**src/rtl/ddc_gpio_pkg.sv**
```systemverilog
package ddc_gpio_pkg;

    localparam int REG_W = 32;
    localparam int LANES = REG_W / 8;

    typedef enum logic [1:0] {
        SEQ_IDLE    = 2'd0,
        SEQ_SETTLE  = 2'd1,
        SEQ_CAPTURE = 2'd2
    } seq_state_e;

endpackage

```
**src/rtl/ddc_line_sync.sv**
```systemverilog
module ddc_line_sync #(
    parameter int STAGES = 2
) (
    input  logic clk,
    input  logic rst_n,
    input  logic level_in,
    output logic level_out
);

    logic [STAGES-1:0] chain_q;

    // Flops reset high: a released, pulled-up line idles at 1
    for (genvar i = 0; i < STAGES; i++) begin : g_stage
        if (i == 0) begin : g_first
            always_ff @(posedge clk or negedge rst_n) begin
                if (!rst_n) chain_q[0] <= 1'b1;
                else        chain_q[0] <= level_in;
            end
        end else begin : g_next
            always_ff @(posedge clk or negedge rst_n) begin
                if (!rst_n) chain_q[i] <= 1'b1;
                else        chain_q[i] <= chain_q[i-1];
            end
        end
    end

    assign level_out = chain_q[STAGES-1];

endmodule

```
**src/rtl/ddc_update_qual.sv**
```systemverilog
module ddc_update_qual #(
    parameter bit MASKED = 1'b0
) (
    input  logic wr_en,
    input  logic mask_set,
    input  logic enable_any,
    input  logic en_lane_hit,
    input  logic drv_lane_hit,
    output logic update
);

    logic masked_ok;

    always_comb begin
        masked_ok = mask_set && (en_lane_hit || (drv_lane_hit && enable_any));
        update    = wr_en && (!MASKED || masked_ok);
    end

endmodule

```
**src/rtl/ddc_seq_fsm.sv**
```systemverilog
module ddc_seq_fsm
    import ddc_gpio_pkg::*;
#(
    parameter int SETTLE_CYCLES = 2
) (
    input  logic clk,
    input  logic rst_n,
    input  logic update,
    output logic capture
);

    localparam int CNT_W = $clog2(SETTLE_CYCLES + 1);
    localparam logic [CNT_W-1:0] CNT_LAST = CNT_W'(SETTLE_CYCLES - 1);

    seq_state_e state_q, state_d;
    logic [CNT_W-1:0] cnt_q, cnt_d;

    always_comb begin
        state_d = state_q;
        cnt_d   = cnt_q;
        unique case (state_q)
            SEQ_IDLE: begin
                if (update) begin
                    state_d = SEQ_SETTLE;
                    cnt_d   = '0;
                end
            end
            SEQ_SETTLE: begin
                if (update) begin
                    cnt_d = '0;
                end else if (cnt_q == CNT_LAST) begin
                    state_d = SEQ_CAPTURE;
                end else begin
                    cnt_d = cnt_q + 1'b1;
                end
            end
            SEQ_CAPTURE: begin
                if (update) begin
                    state_d = SEQ_SETTLE;
                    cnt_d   = '0;
                end else begin
                    state_d = SEQ_IDLE;
                end
            end
            default: state_d = SEQ_IDLE;
        endcase
    end

    always_ff @(posedge clk or negedge rst_n) begin
        if (!rst_n) begin
            state_q <= SEQ_IDLE;
            cnt_q   <= '0;
        end else begin
            state_q <= state_d;
            cnt_q   <= cnt_d;
        end
    end

    always_comb begin
        capture = (state_q == SEQ_CAPTURE) && !update;
    end

    // a capture is only reached after the settle wait
    a_r6_capture_after_settle: assert property (@(posedge clk) disable iff (!rst_n)
        (state_q == SEQ_CAPTURE) |-> ($past(state_q) == SEQ_SETTLE));

    // an update always lands the sequencer in the settle state
    a_r6_update_starts_settle: assert property (@(posedge clk) disable iff (!rst_n)
        update |=> (state_q == SEQ_SETTLE));

endmodule

```
**src/rtl/ddc_gpio_reg.sv**
```systemverilog
module ddc_gpio_reg
    import ddc_gpio_pkg::*;
#(
    parameter int BIT_BASE      = 0,
    parameter bit MASKED        = 1'b0,
    parameter int MASK_BIT      = 25,
    parameter int SYNC_STAGES   = 2,
    parameter int SETTLE_CYCLES = 2
) (
    input  logic        clk,
    input  logic        rst_n,
    input  logic        wr_en,
    input  logic [3:0]  wr_be,
    input  logic [31:0] wr_data,
    output logic [31:0] rd_data,
    input  logic        ddc_clk_wire,
    input  logic        ddc_dat_wire,
    output logic        ddc_clk_pull,
    output logic        ddc_dat_pull
);

    localparam int DAT_DRV = BIT_BASE;
    localparam int CLK_DRV = BIT_BASE + 1;
    localparam int DAT_RB  = BIT_BASE + 8;
    localparam int CLK_RB  = BIT_BASE + 9;
    localparam int DAT_EN  = BIT_BASE + 16;
    localparam int CLK_EN  = BIT_BASE + 17;
    localparam int EN_LANE  = DAT_EN / 8;
    localparam int DRV_LANE = DAT_DRV / 8;

    logic [REG_W-1:0] reg_q, reg_d, merged;
    logic clk_pull_q, dat_pull_q;
    logic clk_sync, dat_sync;
    logic update, capture;

    // Byte-lane merge of the incoming write
    for (genvar i = 0; i < LANES; i++) begin : g_lane
        assign merged[8*i +: 8] = wr_be[i] ? wr_data[8*i +: 8] : reg_q[8*i +: 8];
    end

    ddc_update_qual #(
        .MASKED (MASKED)
    ) u_qual (
        .wr_en        (wr_en),
        .mask_set     (merged[MASK_BIT]),
        .enable_any   (merged[DAT_EN] | merged[CLK_EN]),
        .en_lane_hit  (wr_be[EN_LANE]),
        .drv_lane_hit (wr_be[DRV_LANE]),
        .update       (update)
    );

    ddc_line_sync #(.STAGES(SYNC_STAGES)) u_sync_clk (
        .clk       (clk),
        .rst_n     (rst_n),
        .level_in  (ddc_clk_wire),
        .level_out (clk_sync)
    );

    ddc_line_sync #(.STAGES(SYNC_STAGES)) u_sync_dat (
        .clk       (clk),
        .rst_n     (rst_n),
        .level_in  (ddc_dat_wire),
        .level_out (dat_sync)
    );

    ddc_seq_fsm #(.SETTLE_CYCLES(SETTLE_CYCLES)) u_seq (
        .clk     (clk),
        .rst_n   (rst_n),
        .update  (update),
        .capture (capture)
    );

    // Register contents: write merge first, capture overrides the nibble
    always_comb begin
        reg_d = reg_q;
        if (wr_en) begin
            reg_d = merged;
        end
        if (capture) begin
            reg_d[11:8]   = 4'h0;
            reg_d[CLK_RB] = clk_sync;
            reg_d[DAT_RB] = dat_sync;
        end
    end

    always_ff @(posedge clk or negedge rst_n) begin
        if (!rst_n) reg_q <= '0;
        else        reg_q <= reg_d;
    end

    // Pad pull-downs change only on a qualified update
    always_ff @(posedge clk or negedge rst_n) begin
        if (!rst_n) begin
            clk_pull_q <= 1'b0;
            dat_pull_q <= 1'b0;
        end else if (update) begin
            clk_pull_q <= merged[CLK_EN] & ~merged[CLK_DRV];
            dat_pull_q <= merged[DAT_EN] & ~merged[DAT_DRV];
        end
    end

    assign rd_data      = reg_q;
    assign ddc_clk_pull = clk_pull_q;
    assign ddc_dat_pull = dat_pull_q;

    // after an update the pads follow the stored enable and drive bits
    a_r2_pads_follow_fields: assert property (@(posedge clk) disable iff (!rst_n)
        update |=> (ddc_clk_pull == (rd_data[CLK_EN] && !rd_data[CLK_DRV]))
               && (ddc_dat_pull == (rd_data[DAT_EN] && !rd_data[DAT_DRV])));

    // without an update the pads hold
    a_r9_pads_hold: assert property (@(posedge clk) disable iff (!rst_n)
        !update |=> $stable({ddc_clk_pull, ddc_dat_pull}));

    // a capture leaves only the two read-back bits possibly set in 11:8
    a_r5_nibble_cleared: assert property (@(posedge clk) disable iff (!rst_n)
        capture |=> ((rd_data[11:8] & ~(4'b0011 << BIT_BASE)) == 4'h0));

    // captured read-back equals the synchronised wire level
    a_r4_readback_wire: assert property (@(posedge clk) disable iff (!rst_n)
        capture |=> (rd_data[DAT_RB] == $past(dat_sync))
                 && (rd_data[CLK_RB] == $past(clk_sync)));

endmodule

```
**config.mk**
```make
export PLATFORM = sky130hd
export DESIGN_NAME = ddc_gpio_reg
export DESIGN_NICKNAME = d
export VERILOG_FILES = /design/src/rtl/ddc_gpio_pkg.sv /design/src/rtl/ddc_line_sync.sv /design/src/rtl/ddc_update_qual.sv /design/src/rtl/ddc_seq_fsm.sv /design/src/rtl/ddc_gpio_reg.sv
export SDC_FILE = /design/constraint.sdc
export NUM_CORES = 1
export LEC_CHECK = 0
export BUFFER_PORTS_ARGS = -buffer_cell sky130_fd_sc_hd__buf_4
export CORE_UTILIZATION = 49
export DETAILED_ROUTE_END_ITERATION = 10
export GPL_TIMING_DRIVEN = 0
export PLACE_DENSITY = 0.94
export SYNTH_ARGS = -nofsm -noshare
export SYNTH_HDL_FRONTEND = slang
export SYNTH_SLANG_ARGS = --single-unit
```
**constraint.sdc**
```tcl
create_clock -name clk -period 3.8 [get_ports clk]
set_clock_uncertainty 0.05 [all_clocks]
set_input_delay 0.38 -clock clk [delete_from_list [all_inputs] [get_ports clk]]
set_output_delay 0.38 -clock clk [all_outputs]
set_load 0.02 [all_outputs]
```
==> impl_metrics.json <==
{
  "globalRouteTotalUtil_pct": 22.1,
  "yosysSeqAreaShare_pct": 63.9,
  "vias": 1199,
  "arrival_ns": 1.71,
  "htree_levels": 2,
  "max_cap_viol_count": 0,
  "fin_nets": 235,
  "synth_area_um2": 1650,
  "outcome": "finished clean",
  "clkSlewWorstSetupHoldPaths_ns": 0.11,
  "hp-class": "in2reg",
  "synth_area_per_cell_um2": 14.7,
  "wl_per_cell_um": 15.3,
  "start_kind": "register",
  "drt_iter0_drc": 37,
  "clk_latency_ns": 0.34,
  "cts_made_buffers": 5,
  "area_growth_syn_to_layout_pct": 40.8,
  "crit_path_max_fanout": 4,
  "worst_r2r_path_depth": 4,
  "grt_pass1_wl_um": 5490,
  "dieWidth_um": 60.1,
  "start_util_pct": 52.8,
  "hold_depth": 1,
  "fin_crit_sh_pct": 38.7,
  "hold_viol": 0,
  "yosys_warnings": 0,
  "fmax_ghz": 0.679,
  "mostFrequentLayoutCell": "buf_4",
  "cp_data_required_time_ns": 4.04,
  "grt_max_degree": 43,
  "syn_nets": 154,
  "maxSlewViolCount": 0,
  "finalSetupViolCount": 0,
  "dp_hpwl_um": 2870,
  "power_density_nw_per_um2": 488,
  "synth-seq-cells": 42,
  "final.fill_count": 230,
  "firstDrtPassIters": 4,
  "antenna_found_initial": 0,
  "regToRegSetupSlack_ns": 2.33,
  "tns_ns": 0,
  "dieArea_um2": 3610,
  "port_buffers": 73,
  "cts_tree": "done",
  "ir_drop_v": 0.000303,
  "p_leak_nw": 1.12,
  "rsz0062_at_grt": "no",
  "routed_via_density": 5.04,
  "die-height_um": 60.1,
  "io_pins": 75,
  "layout_common_cells": "buf_4 (73), dfrtp_1 (38), mux2_2 (29), nand2_1 (6), clkbuf_4 (5)",
  "cts_sinks": 42,
  "ys_types": 23,
  "cp-end-kind": "register",
  "p_total_mw": 1.14,
  "core-area_um2": 3130,
  "final_layout_size_suffix_gt1_share_pct": 62.4,
  "grt_pass1_vias": 1219,
  "cts_buffer_depth": 2,
  "num_rows": 20,
  "final_antenna_net_count": 0,
  "min_period_ns": 1.47,
  "place_congestion": 0.705,
  "slew_headroom_pct": 66.5,
  "routed_wl_um": 3650,
  "path_class": "reg2reg",
  "ctsRootBufferMaster": "clkbuf_4",
  "route.detailed.drc": 0,
  "diodes": 0,
  "synth_cells": 112,
  "worstMarginPinSlew_ns": 0.502,
  "post_cts_buffers": 0,
  "overflow": 0
}
==> sequential cells by signal (all words and copies together) (netlist names) <==
register              count
ddc_clk_pull              1
ddc_dat_pull              1
rd_data                  32
u_seq.cnt_q               2
u_seq.state_q             2
u_sync_clk.chain_q        1
u_sync_clk.level_out      1
u_sync_dat.chain_q        1
u_sync_dat.level_out      1
==> cells by family (layout without fill, tap and decap cells) <==
group / Yosys count / after routing / synth area share, %
buffers and inverters: 6 / 88 / 1.89
adder cells (fa/ha/maj): 1 / 1 / 0.757
AO/OA/AOI/OAI: 14 / 14 / 5.76
multiplexers: 31 / 31 / 21.0
flip-flops: 42 / 42 / 63.9
AND/OR/NAND/NOR: 18 / 18 / 6.67
==> repair_timing <==
| action | CTS | global route |
|---|---|---|
| hold buffers | 1 | 0 |
| resized for setup | 0 | 0 |
| endpoints found under the hold margin | 38 | 0 |
==> cell usage after synthesis <==
master | n | share of area [%]
a21oi_1 | 2 | 0.61
a21oi_2 | 1 | 0.53
a221o_1 | 2 | 1.2
a22o_1 | 2 | 1.1
and3_1 | 2 | 0.76
buf_2 | 1 | 0.30
buf_6 | 1 | 0.68
dfrtp_1 | 38 | 58
dfstp_2 | 4 | 6.4
ha_1 | 1 | 0.76
inv_1 | 4 | 0.91
mux2_2 | 29 | 20
mux2i_1 | 2 | 1.2
nand2_1 | 6 | 1.4
nand2_2 | 3 | 1.1
nand2b_1 | 1 | 0.38
nand3_1 | 3 | 0.91
nor3_1 | 1 | 0.30
nor3b_4 | 1 | 1.1
o2111ai_1 | 1 | 0.53
o21ai_0 | 4 | 1.2
o21ai_1 | 2 | 0.61
or3_4 | 1 | 0.68
==> per-layer routing <==
metal	up-vias	track usage, %	share of wire (%)
li1	559	-	-
met5	-	0	0
met2	59	39.5	54
met3	12	5.84	6.2
met4	0	12.3	2.7
met1	569	23.4	37
==> worst max-delay path, cell delays in order (launching register included) <==
cell and delay [ns]:
dfrtp_1 0.44, ha_1 0.25, or3_4 0.34, o21ai_1 0.17
a22o_1 0.16
==> report_power, final <==
group	internal [mW]	total, mW	switching [mW]
Sequential	0.522	0.578	0.0566
Combinational	0.170	0.332	0.162
Clock	0.0898	0.225	0.135
Total	0.782	1.14	0.354
==> metrics by stage <==
step                      hold WS [ns]  std cells  utilization [%]  setup slack (ns)  cell area (um^2)
after floorplan                 0.0344        112                -              2.53              1650
after detailed placement         0.302        229             72.1              2.36              2250
after global routing            0.0606        238             74.3              2.31              2320
final                           0.0856        238             74.3              2.33              2320
after global placement           0.297        229             72.1              2.50              2250
after CTS                       0.0756        238             74.3              2.34              2320
==> final timing paths <==
path	startpoint	to
setup / recovery	u_seq.cnt_q[0]$_DFFE_PN0P_	u_seq.cnt_q[0]$_DFFE_PN0P_
hold / removal	ddc_dat_wire	u_sync_dat.chain_q[0]$_DFF_PN1_
setup reg to reg	u_seq.cnt_q[0]$_DFFE_PN0P_	u_seq.cnt_q[0]$_DFFE_PN0P_
hold reg to reg	u_sync_clk.chain_q[0]$_DFF_PN1_	u_sync_clk.level_out$_DFF_PN1_
max in group asynchronous	rst_n	u_sync_clk.chain_q[0]$_DFF_PN1_
min in group asynchronous	rst_n	ddc_clk_pull$_DFFE_PN0P_
==> cell type report <==
type                    instances  area [um^2]  share of cell area [%]
inverters                       4         15.0                   0.646
plain buffers                   2         16.3                   0.700
repair buffers                 74          558                    24.0
clock buffers                   7         55.1                    2.37
multi-input cells              64          564                    24.3
well taps                      44         55.1                    2.37
clock inverters                 1         5.00                   0.215
flip-flops and latches         42         1060                    45.4
No activity file was read; power rests on OpenSTA's default activity.
